--- src/rtl/uart_swfc_pkg.sv ---
// Package: shared widths, character indices and encodings for the
// software flow-control engine. Assumes 8-bit characters.
package uart_swfc_pkg;
    localparam int CHAR_W    = 8;
    localparam int NUM_CHARS = 4;
    localparam int MODE_W    = 4;
    localparam int SEL_W     = $clog2(NUM_CHARS);
    localparam int SPC_BIT   = MODE_W;
    localparam int ENH_BIT   = MODE_W + 1;
    localparam int CTL_W     = MODE_W + 2;

    typedef logic [CHAR_W-1:0] char_t;

    // Character register indices; the select encoding is part of the interface.
    typedef enum logic [SEL_W-1:0] {
        CH_XON1  = 2'd0,
        CH_XON2  = 2'd1,
        CH_XOFF1 = 2'd2,
        CH_XOFF2 = 2'd3
    } char_idx_e;

    // Two-bit direction selector used by both halves of the mode field.
    typedef enum logic [1:0] {
        FC_NONE = 2'b00,
        FC_SET2 = 2'b01,
        FC_SET1 = 2'b10,
        FC_BOTH = 2'b11
    } fc_sel_e;

    // Receive pairing state.
    typedef enum logic [1:0] {
        HS_IDLE  = 2'd0,
        HS_OFF1  = 2'd1,
        HS_ON1   = 2'd2,
        HS_FLUSH = 2'd3
    } hold_e;
endpackage

--- src/rtl/uart_swfc_cfg.sv ---
// Configuration store: the unlock bit, the write-protected mode field and
// special enable, and the character registers.
// Assumes the unlock bit that guards a write is the one stored before it.
module uart_swfc_cfg
    import uart_swfc_pkg::*;
(
    input  logic                        clk,
    input  logic                        rst_n,
    input  logic                        ctl_we,
    input  logic [CTL_W-1:0]            ctl_wdata,
    input  logic                        chr_we,
    input  logic [SEL_W-1:0]            chr_sel,
    input  char_t                       chr_wdata,
    output logic [MODE_W-1:0]           mode,
    output logic                        spc_en,
    output char_t [NUM_CHARS-1:0]       chars
);
    logic unlock_q;

    // Unlock bit always writable; protected fields follow it.
    always_ff @(posedge clk) begin
        if (!rst_n) begin
            unlock_q <= 1'b0;
            mode     <= '0;
            spc_en   <= 1'b0;
        end else if (ctl_we) begin
            unlock_q <= ctl_wdata[ENH_BIT];
            if (unlock_q) begin
                mode   <= ctl_wdata[MODE_W-1:0];
                spc_en <= ctl_wdata[SPC_BIT];
            end
        end
    end

    // One register per flow-control character.
    for (genvar i = 0; i < NUM_CHARS; i++) begin : g_char
        char_t char_q;
        // Load this character when selected.
        always_ff @(posedge clk) begin
            if (!rst_n)
                char_q <= '0;
            else if (chr_we && chr_sel == SEL_W'(i))
                char_q <= chr_wdata;
        end
        assign chars[i] = char_q;
    end
endmodule

--- src/rtl/uart_swfc_rx.sv ---
// Receive filter: classifies each received byte against the selected
// flow-control characters, drives the halt output and forwards data bytes.
// Also raises the sticky special-character flag.
// Assumes rx_valid is never high on two consecutive cycles, and that the
// mode changes only while no byte is being held.
module uart_swfc_rx
    import uart_swfc_pkg::*;
(
    input  logic                        clk,
    input  logic                        rst_n,
    input  logic [MODE_W-1:0]           mode,
    input  logic                        spc_en,
    input  char_t [NUM_CHARS-1:0]       chars,
    input  logic                        rx_valid,
    input  char_t                       rx_data,
    input  logic                        irq_clr,
    output logic                        fifo_wr,
    output char_t                       fifo_data,
    output logic                        tx_halt,
    output logic                        spc_irq
);
    fc_sel_e rx_sel;
    char_t   on_c, off_c;
    hold_e   st_q;
    char_t   held_q;
    logic    spc_hit;

    assign rx_sel = fc_sel_e'(mode[1:0]);

    // Pick the character set for single-set receive modes.
    always_comb begin
        if (rx_sel == FC_SET2) begin
            on_c  = chars[CH_XON2];
            off_c = chars[CH_XOFF2];
        end else begin
            on_c  = chars[CH_XON1];
            off_c = chars[CH_XOFF1];
        end
    end

    // Special-character match: only when all flow control is off.
    assign spc_hit = rx_valid && (mode == '0) && spc_en &&
                     (rx_data == chars[CH_XOFF2]);

    // Classify bytes, maintain halt, pairing state and FIFO writes.
    always_ff @(posedge clk) begin
        if (!rst_n) begin
            fifo_wr   <= 1'b0;
            fifo_data <= '0;
            tx_halt   <= 1'b0;
            st_q      <= HS_IDLE;
            held_q    <= '0;
        end else begin
            fifo_wr <= 1'b0;
            if (rx_sel == FC_NONE)
                tx_halt <= 1'b0;
            if (rx_valid) begin
                unique case (rx_sel)
                    FC_NONE: begin
                        fifo_wr   <= 1'b1;
                        fifo_data <= rx_data;
                    end
                    FC_SET1, FC_SET2: begin
                        if (rx_data == off_c)
                            tx_halt <= 1'b1;
                        else if (rx_data == on_c)
                            tx_halt <= 1'b0;
                        else begin
                            fifo_wr   <= 1'b1;
                            fifo_data <= rx_data;
                        end
                    end
                    FC_BOTH: begin
                        if (st_q == HS_OFF1 && rx_data == chars[CH_XOFF2]) begin
                            tx_halt <= 1'b1;
                            st_q    <= HS_IDLE;
                        end else if (st_q == HS_ON1 && rx_data == chars[CH_XON2]) begin
                            tx_halt <= 1'b0;
                            st_q    <= HS_IDLE;
                        end else begin
                            if (st_q != HS_IDLE) begin
                                fifo_wr   <= 1'b1;
                                fifo_data <= held_q;
                            end
                            if (rx_data == chars[CH_XOFF1]) begin
                                st_q   <= HS_OFF1;
                                held_q <= rx_data;
                            end else if (rx_data == chars[CH_XON1]) begin
                                st_q   <= HS_ON1;
                                held_q <= rx_data;
                            end else if (st_q != HS_IDLE) begin
                                st_q   <= HS_FLUSH;
                                held_q <= rx_data;
                            end else begin
                                fifo_wr   <= 1'b1;
                                fifo_data <= rx_data;
                            end
                        end
                    end
                endcase
            end else if (st_q == HS_FLUSH || (st_q != HS_IDLE && rx_sel != FC_BOTH)) begin
                fifo_wr   <= 1'b1;
                fifo_data <= held_q;
                st_q      <= HS_IDLE;
            end
        end
    end

    // Sticky special flag; a new match beats the clear strobe.
    always_ff @(posedge clk) begin
        if (!rst_n)
            spc_irq <= 1'b0;
        else if (spc_hit)
            spc_irq <= 1'b1;
        else if (irq_clr)
            spc_irq <= 1'b0;
    end
endmodule

--- src/rtl/uart_swfc_tx.sv ---
// Transmit request generator: turns FIFO threshold levels into one-cycle
// send requests with hysteresis, and presents the characters to send.
// Assumes lvl_hi and lvl_lo are synchronous levels from the FIFO.
module uart_swfc_tx
    import uart_swfc_pkg::*;
(
    input  logic                        clk,
    input  logic                        rst_n,
    input  logic [MODE_W-1:0]           mode,
    input  char_t [NUM_CHARS-1:0]       chars,
    input  logic                        lvl_hi,
    input  logic                        lvl_lo,
    output logic                        send_xoff,
    output logic                        send_xon,
    output logic                        tx_two,
    output char_t                       tx_char_a,
    output char_t                       tx_char_b
);
    fc_sel_e tx_sel;
    logic    paused_q;
    char_t   off_a, off_b, on_a, on_b;

    assign tx_sel = fc_sel_e'(mode[MODE_W-1:MODE_W-2]);

    // Characters per transmit selection; pair order is set 1 then set 2.
    always_comb begin
        off_b = '0;
        on_b  = '0;
        if (tx_sel == FC_SET2) begin
            off_a = chars[CH_XOFF2];
            on_a  = chars[CH_XON2];
        end else begin
            off_a = chars[CH_XOFF1];
            on_a  = chars[CH_XON1];
        end
        if (tx_sel == FC_BOTH) begin
            off_b = chars[CH_XOFF2];
            on_b  = chars[CH_XON2];
        end
    end

    // Hysteresis state and registered one-cycle requests.
    always_ff @(posedge clk) begin
        if (!rst_n) begin
            paused_q  <= 1'b0;
            send_xoff <= 1'b0;
            send_xon  <= 1'b0;
            tx_two    <= 1'b0;
            tx_char_a <= '0;
            tx_char_b <= '0;
        end else begin
            send_xoff <= 1'b0;
            send_xon  <= 1'b0;
            tx_two    <= 1'b0;
            tx_char_a <= '0;
            tx_char_b <= '0;
            if (tx_sel == FC_NONE) begin
                paused_q <= 1'b0;
            end else if (!paused_q && lvl_hi) begin
                paused_q  <= 1'b1;
                send_xoff <= 1'b1;
                tx_two    <= (tx_sel == FC_BOTH);
                tx_char_a <= off_a;
                tx_char_b <= off_b;
            end else if (paused_q && lvl_lo) begin
                paused_q  <= 1'b0;
                send_xon  <= 1'b1;
                tx_two    <= (tx_sel == FC_BOTH);
                tx_char_a <= on_a;
                tx_char_b <= on_b;
            end
        end
    end
endmodule

--- src/rtl/uart_swfc.sv ---
// Top of the software flow-control engine: configuration store, receive
// filter and transmit request generator.
// Assumes a receiver that spaces rx_valid by at least one idle cycle.
module uart_swfc
    import uart_swfc_pkg::*;
(
    input  logic                 clk,
    input  logic                 rst_n,
    input  logic                 ctl_we,
    input  logic [CTL_W-1:0]     ctl_wdata,
    input  logic                 chr_we,
    input  logic [SEL_W-1:0]     chr_sel,
    input  logic [CHAR_W-1:0]    chr_wdata,
    input  logic                 rx_valid,
    input  logic [CHAR_W-1:0]    rx_data,
    output logic                 fifo_wr,
    output logic [CHAR_W-1:0]    fifo_data,
    output logic                 tx_halt,
    input  logic                 lvl_hi,
    input  logic                 lvl_lo,
    output logic                 send_xoff,
    output logic                 send_xon,
    output logic                 tx_two,
    output logic [CHAR_W-1:0]    tx_char_a,
    output logic [CHAR_W-1:0]    tx_char_b,
    input  logic                 irq_clr,
    output logic                 spc_irq
);
    logic [MODE_W-1:0]       mode;
    logic                    spc_en;
    char_t [NUM_CHARS-1:0]   chars;

    uart_swfc_cfg u_cfg (
        .clk       (clk),
        .rst_n     (rst_n),
        .ctl_we    (ctl_we),
        .ctl_wdata (ctl_wdata),
        .chr_we    (chr_we),
        .chr_sel   (chr_sel),
        .chr_wdata (chr_wdata),
        .mode      (mode),
        .spc_en    (spc_en),
        .chars     (chars)
    );

    uart_swfc_rx u_rx (
        .clk       (clk),
        .rst_n     (rst_n),
        .mode      (mode),
        .spc_en    (spc_en),
        .chars     (chars),
        .rx_valid  (rx_valid),
        .rx_data   (rx_data),
        .irq_clr   (irq_clr),
        .fifo_wr   (fifo_wr),
        .fifo_data (fifo_data),
        .tx_halt   (tx_halt),
        .spc_irq   (spc_irq)
    );

    uart_swfc_tx u_tx (
        .clk       (clk),
        .rst_n     (rst_n),
        .mode      (mode),
        .chars     (chars),
        .lvl_hi    (lvl_hi),
        .lvl_lo    (lvl_lo),
        .send_xoff (send_xoff),
        .send_xon  (send_xon),
        .tx_two    (tx_two),
        .tx_char_a (tx_char_a),
        .tx_char_b (tx_char_b)
    );
endmodule

--- config.mk ---
export PLATFORM = sky130hd
export DESIGN_NAME = uart_swfc
export DESIGN_NICKNAME = d
export VERILOG_FILES = /design/src/rtl/uart_swfc_pkg.sv /design/src/rtl/uart_swfc_cfg.sv /design/src/rtl/uart_swfc_rx.sv /design/src/rtl/uart_swfc_tx.sv /design/src/rtl/uart_swfc.sv
export SDC_FILE = /design/constraint.sdc
export NUM_CORES = 1
export LEC_CHECK = 0
export BUFFER_PORTS_ARGS = -buffer_cell sky130_fd_sc_hd__buf_2
export CORE_MARGIN = 8
export CORE_UTILIZATION = 37
export CTS_CLUSTER_SIZE = 10
export DETAILED_ROUTE_END_ITERATION = 6
export PLACE_DENSITY = 0.63
export SLEW_MARGIN = 20
export SYNTH_ARGS = -nofsm -noshare
export SYNTH_HDL_FRONTEND = slang
export SYNTH_SLANG_ARGS = --single-unit
--- constraint.sdc ---
create_clock -name clk -period 2.4 [get_ports clk]
set_input_delay 0.12 -clock clk [delete_from_list [all_inputs] [get_ports clk]]
set_output_delay 0.12 -clock clk [all_outputs]
set_load 0.05 [all_outputs]
# Word-level counts from Yosys, hierarchy flattened
# Index checks and enable logic that the tools add are counted.
[word_totals]
elab_cells = 134
inputBits = 32
register_bits = 79
output_inout_bits = 30
[op_classes]
bitwise = 3
muxes = 58
n_reduce_logical = 30
n_eq_ne = 24
[op_table]
columns = ["cell", "count"]
rows = [
  ["$mux 8", 23],
  ["$eq 8x8->1", 6],
  ["$mux 1", 24],
  ["$pmux 8 s3", 1],
  ["$mux 2", 8],
  ["$eq 2x2->1 const B", 7],
  ["$logic_and 1x1->1", 12],
  ["$ne 3x3->1 const B", 4],
  ["$reduce_and 5->1", 2],
  ["$eq 2x1->1 const B", 4],
  ["$reduce_bool 2->1", 4],
  ["$logic_not 2->1", 3],
  ["$ne 6x1->1 const B", 1],
  ["$logic_not 4->1", 1],
  ["$reduce_or 2->1", 2],
  ["$not 1->1", 3],
  ["$pmux 1 s3", 1],
  ["$reduce_and 3->1", 1],
  ["$reduce_bool 3->1", 1],
  ["$reduce_or 3->1", 1],
  ["$ne 2x1->1 const B", 1],
  ["$ne 2x2->1 const B", 1],
  ["$pmux 1 s2", 1],
  ["$reduce_and 2->1", 1],
  ["other kinds (2)", 2],
]

# Longest topological paths before layout
# Gate-level depths: netlist of the first run.
[logic_depth]
word_depth = 9
ltp_mapped = 9
ltp_nobuf = 7

# Modules after synthesis
# From an unflattened synthesis of the first run, not the netlist that was laid out.
[hier_totals]
hier_cells = 470
area_unflattened_um2 = 4394.2
[modules_own_cells]
columns = ["mod", "cells_each", "area_each_um2", "instances", "seq_area_each_um2"]
rows = [
  ["uart_swfc_rx", 249, 2135.8, 1, 420.4],
  ["uart_swfc_cfg", 141, 1436.4, 1, 760.7],
  ["uart_swfc_tx", 80, 822.0, 1, 400.4],
]

# Worst setup path before layout of the first run
# No wires, ideal clock.
[synth_timing]
path_kind = "register to register"
startpoint = "register u_cfg.mode[0]"
endpoint = "register u_rx.fifo_data[0]"
n_path_buf = 1
required_time_ns = 2.275
path_stages_with_launch = 8
t_arrival_ns = 1.604
slack_ns = 0.670
cell_sequence = "dfxtp_1 ha_1 buf_2 and3_1 and4_2 nor3_1 nand3_2 mux2i_1"
[synth_between]
elab_chain_cells = 5
elab_cells_between_ends = 20
cone_classes = "eq/ne (10); mux (4); reduce/logical (6)"
[synth_lines]
columns = ["element", "line", "text"]
rows = [
  ["start: declaration", "uart_swfc_cfg.sv:14", "output logic [MODE_W-1:0] mode,"],
  ["start signal: assignment", "uart_swfc_cfg.sv:29", "mode <= ctl_wdata[MODE_W-1:0];"],
  ["$eq 2x1->1 or $ne 2x2->1 (tied branches)", "uart_swfc_rx.sv:32, uart_swfc_rx.sv:58, uart_swfc_rx.sv:101", ""],
  ["$mux 8 or $logic_and 1x1->1 (tied branches)", "uart_swfc_rx.sv:32, uart_swfc_rx.sv:101", ""],
  ["$eq 8x8->1, or another cell as far along", "uart_swfc_rx.sv:64", "if (rx_data == off_c)"],
  ["$ne 3x3->1 (no source line) or $reduce_bool 2->1 (tied branches)", "n/a", ""],
  ["$reduce_and 5->1 (no source line)", "n/a", ""],
  ["end signal: assignment", "uart_swfc_rx.sv:61", "fifo_data <= rx_data;"],
  ["end signal: assignment", "uart_swfc_rx.sv:70", "fifo_data <= rx_data;"],
  ["end signal: assignment", "uart_swfc_rx.sv:83", "fifo_data <= held_q;"],
  ["end: declaration", "uart_swfc_rx.sv:18", "output char_t fifo_data,"],
]
# Parallel ways exist; a longest one is shown, timed or not.
# A chain may end at the register's enable or synchronous reset.

# Worst setup path after layout of the first run
# Ends and elaborated chain as after synthesis.

==> results.ini, run 1 <==
[status]
outcome = finished clean

[drt]
met1_length_um = 5050
wl_met3_um = 741
wl_per_cell_um = 16.6
routed_via_density = 5.33
met2_length_um = 4860
drcViolationCount = 0
ant_nets = 0
firstDrtPassIters = 5
top_layer_used = met4
dr_total_vias = 3464
drt_wl_total_um = 10800
drt_iter0_drc = 268

[clock_tree]
cts_root_buf = clkbuf_8
path_clk_slew_ns = 0.08
clock_sinks = 79
clk_latency_ns = 0.38
cts_made_buffers = 9
clock_path_buffers = 2
tritoncts = yes
cts_max_level = 3
postCtsSetupRepairBufs = 0

[place]
dp_hpwl_um = 7850
io_buffers = 61
place_area_um2 = 4520
place_congestion = 0.862
dpl.cell_count = 632

[global_routing]
grt_start_max_net_pins = 49
grt_pass1_vias = 3433
grt-ovfl-total = 0
grt_pass1_wl_um = 17700
antenna_found_initial = 0
grt_usage = 0.150

[synth]
yosys_warnings = 0
netlist_instances = 450
yosys-mux-area-fraction = 0.148
ys_types = 48
syn_nets = 485
synth_compound_area_frac = 0.144
yosysSeqAreaShare = 0.384
syn_area_um2 = 4120
synth_seq_cells = 79
async_flop_share = 0
synth-edff-count = 0
synthXorXnorAreaFrac = 0.0681
yosys.area_share.adder = 0.00912
avgSynthCellArea_um2 = 9.15
ys.flop_type = dfxtp_1
synth_top_family_by_area = simple AND/OR/NAND/NOR gates
yosys.area_share.simple = 0.186

[power]
power_density_nw_per_um2 = 558
vdd_ir_drop_max_mv = 0.271
p_leak_nw = 1.86

[die]
start_util = 0.380
core_um2 = 10800
die_width_um = 121
dieArea_um2 = 14800
num_io_pins = 62
rows = 38
die_y_um = 121

[sta]
maxSlewViolCount = 0
slew_headroom = 0.555
fin_skew_ns = 0.0201
worst_pin_slew_ns = 0.666
hold_viol = 0
fin_hold_ws_ns = 0.0290
setup_viol_count_final = 0
rsz0062_at_grt = no
fin_crit_ns = 1.99
period_share = 0.828
fmax_mhz = 503
finalSetupTns_ns = 0

[cells_and_area]
final_cell_area_um2 = 4730
fin_util = 0.436
layoutNonFillerInstCount = 650
layout.nets = 540
antenna_cells = 0
drive_above_1_share = 0.188
area_growth_pct = 14.9

[worst_setup_path]
required_ns = 2.64
critPathKind = register to register
setup.worst_path.start = u_cfg.mode[0]
cp-start-kind = register
reg2reg_from = u_cfg.mode[0]
crit_arrival_ns = 2.23
critPathCaptureType = register
cp_max_fo = 9

[worst_hold_path]
hold_path.class = input port to register
hp-start = ctl_wdata[2]

[flow_run]
cap_viol_max_count = 0

## stage by stage
step | power, mW | setup WS (ns)
finish | 2.64 | 0.413
global route | 2.76 | 0.180
CTS | 2.66 | 0.429
detailed placement | 1.71 | 0.450
global placement | 1.71 | 0.554
floorplan | 1.63 | 0.670
## critical path: stages, from the launching register on
cell and delay (ns):
dfxtp_1 0.34, ha_1 0.31, nor3b_1 0.19, a21oi_1 0.18, inv_1 0.06, nor3_1 0.27, nand3_2 0.31, mux2i_1 0.20
## metal layers
layer,vias up,track usage
li1,1707,-
met2,128,0.226
met1,1622,0.194
met5,-,0
met3,7,0.0465
met4,0,0.0601
## sequential cells by signal, summed over array words and instances, names as in the netlist, 2 cells and up
| signal | count |
|---|---|
| u_tx.tx_char_a | 8 |
| u_cfg.g_char.char_q | 32 |
| u_rx.st_q | 2 |
| u_rx.held_q | 8 |
| u_tx.tx_char_b | 8 |
| u_cfg.mode | 4 |
| u_rx.fifo_data | 8 |
## cells in the mapped netlist (all sizes together) (2+ instances only)
cell	instances	area, um^2
nand2b	4	25.0
o211ai	2	15.0
xnor2	24	210
buf	16	130
inv	14	52.6
o21ai	13	65.1
clkbuf	17	63.8
a22oi	10	75.1
a21boi	6	48.8
mux2i	61	611
xor2	8	70.1
and3	3	18.8
o221ai	8	70.1
a21oi	5	25.0
dfxtp	79	1580
nand3b	2	15.0
nor3b	2	15.0
nor4	12	81.3
nand2	39	146
nand3	11	60.1
o22a	6	52.6
nor2	30	113
a211o	8	70.1
a311oi	8	70.1
a31oi	3	18.8
a221oi	2	17.5
nor2b	36	225
nand4	6	37.5
ha	3	37.5
or2	2	12.5
## cells in the final DEF, fill, tap and decap left out, drive strengths merged, types with 4 or more instances in the layout
master  count
dfxtp      79
buf        75
mux2i      61
nand2      39
nor2b      36
nor2       30
xnor2      24
inv        16
o21ai      13
nor4       12
nand3      11
a22oi      10
clkbuf     10
xor2        8
a311oi      8
o221ai      8
a211o       8
nand4       6
o22a        6
a21boi      6
a21oi       5
nand2b      4
## path summary, 6_finish.rpt
path / to / slack (ns) / cells past startpoint
worst max register to register: u_rx.fifo_data[0] / 0.41 / 7
worst max-delay path: u_rx.fifo_data[0] / 0.41 / 7
worst min register to register: u_rx.held_q[3] / 0.48 / 2
worst min-delay path: u_cfg.mode[2] / 0.03 / 3
## where the power goes
part | switching [mW] | internal [mW]
Combinational | 0.185 | 0.132
Clock | 0.536 | 0.416
Sequential | 0.0301 | 1.34
Total | 0.751 | 1.89
## repair_timing
| item | 4_1_cts | 5_1_grt |
|---|---|---|
| gates resized for setup | 0 | 0 |
| hold buffers | 1 | 1 |
| hold endpoints to repair | 1 | 1 |
## area by class of cell
class                      count  area [um^2]
sequential                    79         1580
clock inverter                 6         51.3
timing repair buffer          77          443
inverter                      15         56.3
multi-input combinational    323         2290
clock buffer                  10          138
tap                          140          175
fill                        1072         6110
## cell families (layout without fill, tap and decap cells)
logic type               Yosys count  after routing
AO/OA/AOI/OAI                     78             78
XOR/XNOR                          32             32
adder cells (fa/ha/maj)            3              3
buffers and inverters             48            108
flip-flops                        79             79
multiplexers                      61             61
AND/OR/NAND/NOR                  149            149
Power figures use the tool's default switching activity.
==> run 2, diff against run 1 <==
clock period = 1.91 ns   (was 2.4 ns; I/O delays follow)
==> run 2 against run 1 <==
Effect of this change: total power grew 39%; register-to-register slack got worse by 0.38 ns; cell area increased by 4.3%; count of clock-buffer cells in the layout did not move; utilization increased by 1.9 points; clock power increased by 60%; hold slack worse by 0.0028 ns; critical path depth unchanged; first-iteration DRC count fell by 20%; combinational power up 32%; largest cell class unchanged.
==> results.ini, run 2 (same netlist as run 1, synthesis figures left out) <==
[global_routing]
antenna_found_initial = 0  ; unchanged
grt-ovfl-total = 0  ; unchanged
grt_pass1_vias = 3605  ; +5.0%
grt_pass1_wl_um = 18300  ; +3.5%
grt_start_max_net_pins = 44  ; -10%
grt_usage = 0.155  ; +0.00518

[worst_hold_path]
holdPathStages = 3  ; unchanged
hold_path.class = input port to register

[die]
core_um2 = 10800  ; unchanged
die_y_um = 121  ; unchanged
num_io_pins = 62  ; unchanged
rows = 38  ; unchanged
dieArea_um2 = 14800  ; unchanged
start_util = 0.380  ; unchanged
die_width_um = 121  ; unchanged

[sta]
maxSlewViolCount = 0  ; unchanged
fin_crit_ns = 1.88  ; -0.110 ns
setup_viol_count_final = 0  ; unchanged
slew_headroom = 0.540  ; -0.0152
period_share = 0.982  ; +0.155
fin_skew_ns = 0.0128  ; -0.00728 ns
rsz0062_at_grt = yes
worst_pin_slew_ns = 0.689  ; +0.0227 ns
hold_viol = 0  ; unchanged
fmax_mhz = 533  ; +5.9%
timing.final.ws_setup_ns = 0.0335  ; -0.380 ns
finalSetupTns_ns = 0  ; unchanged

[worst_setup_path]
cp_max_fo = 5  ; -4
required_ns = 2.15  ; -0.49 ns
reg2regPathDepth = 7  ; unchanged
crit_arrival_ns = 2.12  ; -0.11 ns
critPathKind = register to register
cp-start-kind = register
critPathCaptureType = register

[cells_and_area]
seq_area_um2 = 1590  ; +0.71%
antenna_cells = 0  ; unchanged
final_cell_mix = dfxtp_1, mux2i_1, buf_2, nand2_1, nor2b_1
fill_cells = 1036  ; -3.4%
largest_reg_flops = 32  ; unchanged
drive_above_1_share = 0.228  ; +0.0396
multi_input_area_um2 = 2350  ; +3.0%
final_common_cell = dfxtp_1
regMostFlops = u_cfg.g_char.char_q
layoutNonFillerInstCount = 658  ; +1.2%
area_growth_pct = 19.8
layout.nets = 548  ; +1.5%

[power]
vdd_ir_drop_max_mv = 0.326  ; +20%
p_leak_nw = 1.94  ; +4.2%
power_density_nw_per_um2 = 742  ; +33%

[clock_tree]
clock_path_buffers = 2  ; unchanged
cts_root_buf = clkbuf_8
cts_made_buffers = 9  ; unchanged
cts_max_level = 3  ; unchanged
clock_sinks = 79  ; unchanged
tritoncts = yes
path_clk_slew_ns = 0.08  ; about the same
clk_latency_ns = 0.36  ; -0.02 ns

[place]
io_buffers = 61  ; unchanged
dpl.cell_count = 636  ; +0.63%
place_congestion = 0.870  ; +0.97%
dp_hpwl_um = 8160  ; +3.9%
pre_cts_slack_ns = -0.0267  ; -0.477 ns

[drt]
routed_via_density = 5.32  ; -0.13%
drt_iter0_drc = 214  ; -20%
ant_nets = 0  ; unchanged
drcViolationCount = 0  ; unchanged
firstDrtPassIters = 5  ; unchanged
dr_total_vias = 3502  ; +1.1%
wl_per_cell_um = 17.0  ; +2.7%
drt_wl_total_um = 11200  ; +4.0%

[flow_run]
cap_viol_max_count = 0  ; unchanged

[status]
outcome = finished clean

[run 2: changes by cell type in the layout (fill, tap and decap cells not counted), sizes merged]
| cell | delta |
|---|---|
| clkinvlp | -3 |
| buf | +7 |
| dlygate4sd3 | +1 |
| bufinv | +3 |
[run 2: layer usage]
| metal | wire, um | GRT usage | part of all wire | vias to the layer above |
|---|---|---|---|---|
| met5 | 0 | 0 | 0 | - |
| met2 | 5060 | 0.243 | 0.45 | 100 |
| met1 | 5400 | 0.199 | 0.48 | 1677 |
| li1 | - | - | - | 1713 |
| met4 | 153 | 0.0655 | 0.014 | 0 |
| met3 | 596 | 0.0368 | 0.053 | 12 |
[run 2: path summary, 6_finish.rpt]
kind                            slack [ns]                       from              to
worst max register to register        0.03  u_cfg.g_char[3].char_q[1]  u_rx.held_q[3]
worst min-delay path                  0.03               ctl_wdata[2]   u_cfg.mode[2]
worst max-delay path                  0.03  u_cfg.g_char[3].char_q[1]  u_rx.held_q[3]
worst min register to register        0.48             u_rx.held_q[6]  u_rx.held_q[6]
[run 2: what timing repair did]
item                       CTS  global route
cloned                       0             0
setup endpoints to repair   14            19
resized for setup            2            21
setup buffers                1             2
hold buffers                 3             0
pin swaps                    1             7
hold endpoints to repair     3             0
[run 2: through the flow]
step	util	hold WS (ns)	area [um^2]	total power, mW
floorplan	-	0.252	4120	2.04
global placement	0.419	0.354	4540	2.15
detailed placement	0.419	0.375	4540	2.16
CTS	0.446	0.00824	4830	3.67
global route	0.455	0.0142	4930	3.80
finish	0.455	0.0262	4930	3.66
[run 2: critical path, cell delays in order, from the launching register on]
cell and delay (ns):
dfxtp_4 0.37, xor2_2 0.18, nor4_4 0.34, and3_4 0.27, a31oi_4 0.09, o2111a_2 0.24
buf_6 0.15, mux2i_1 0.11
[run 2: where the power goes]
group	internal, mW	total (mW)	switching (mW)	leakage [nW]
sequential	1.68	1.72	0.0380	0.644
clock	0.880	1.52	0.639	0.123
combinational	0.176	0.419	0.243	1.17
total	2.74	3.66	0.921	1.94
[run 2: final cells by class]
cell class,count,area share
clock buffer,10,0.0259
inverter,15,0.0114
timing repair buffer,85,0.104
multi-input combinational,323,0.477
sequential,79,0.323
tap,140,0.0355
clock inverter,6,0.0233
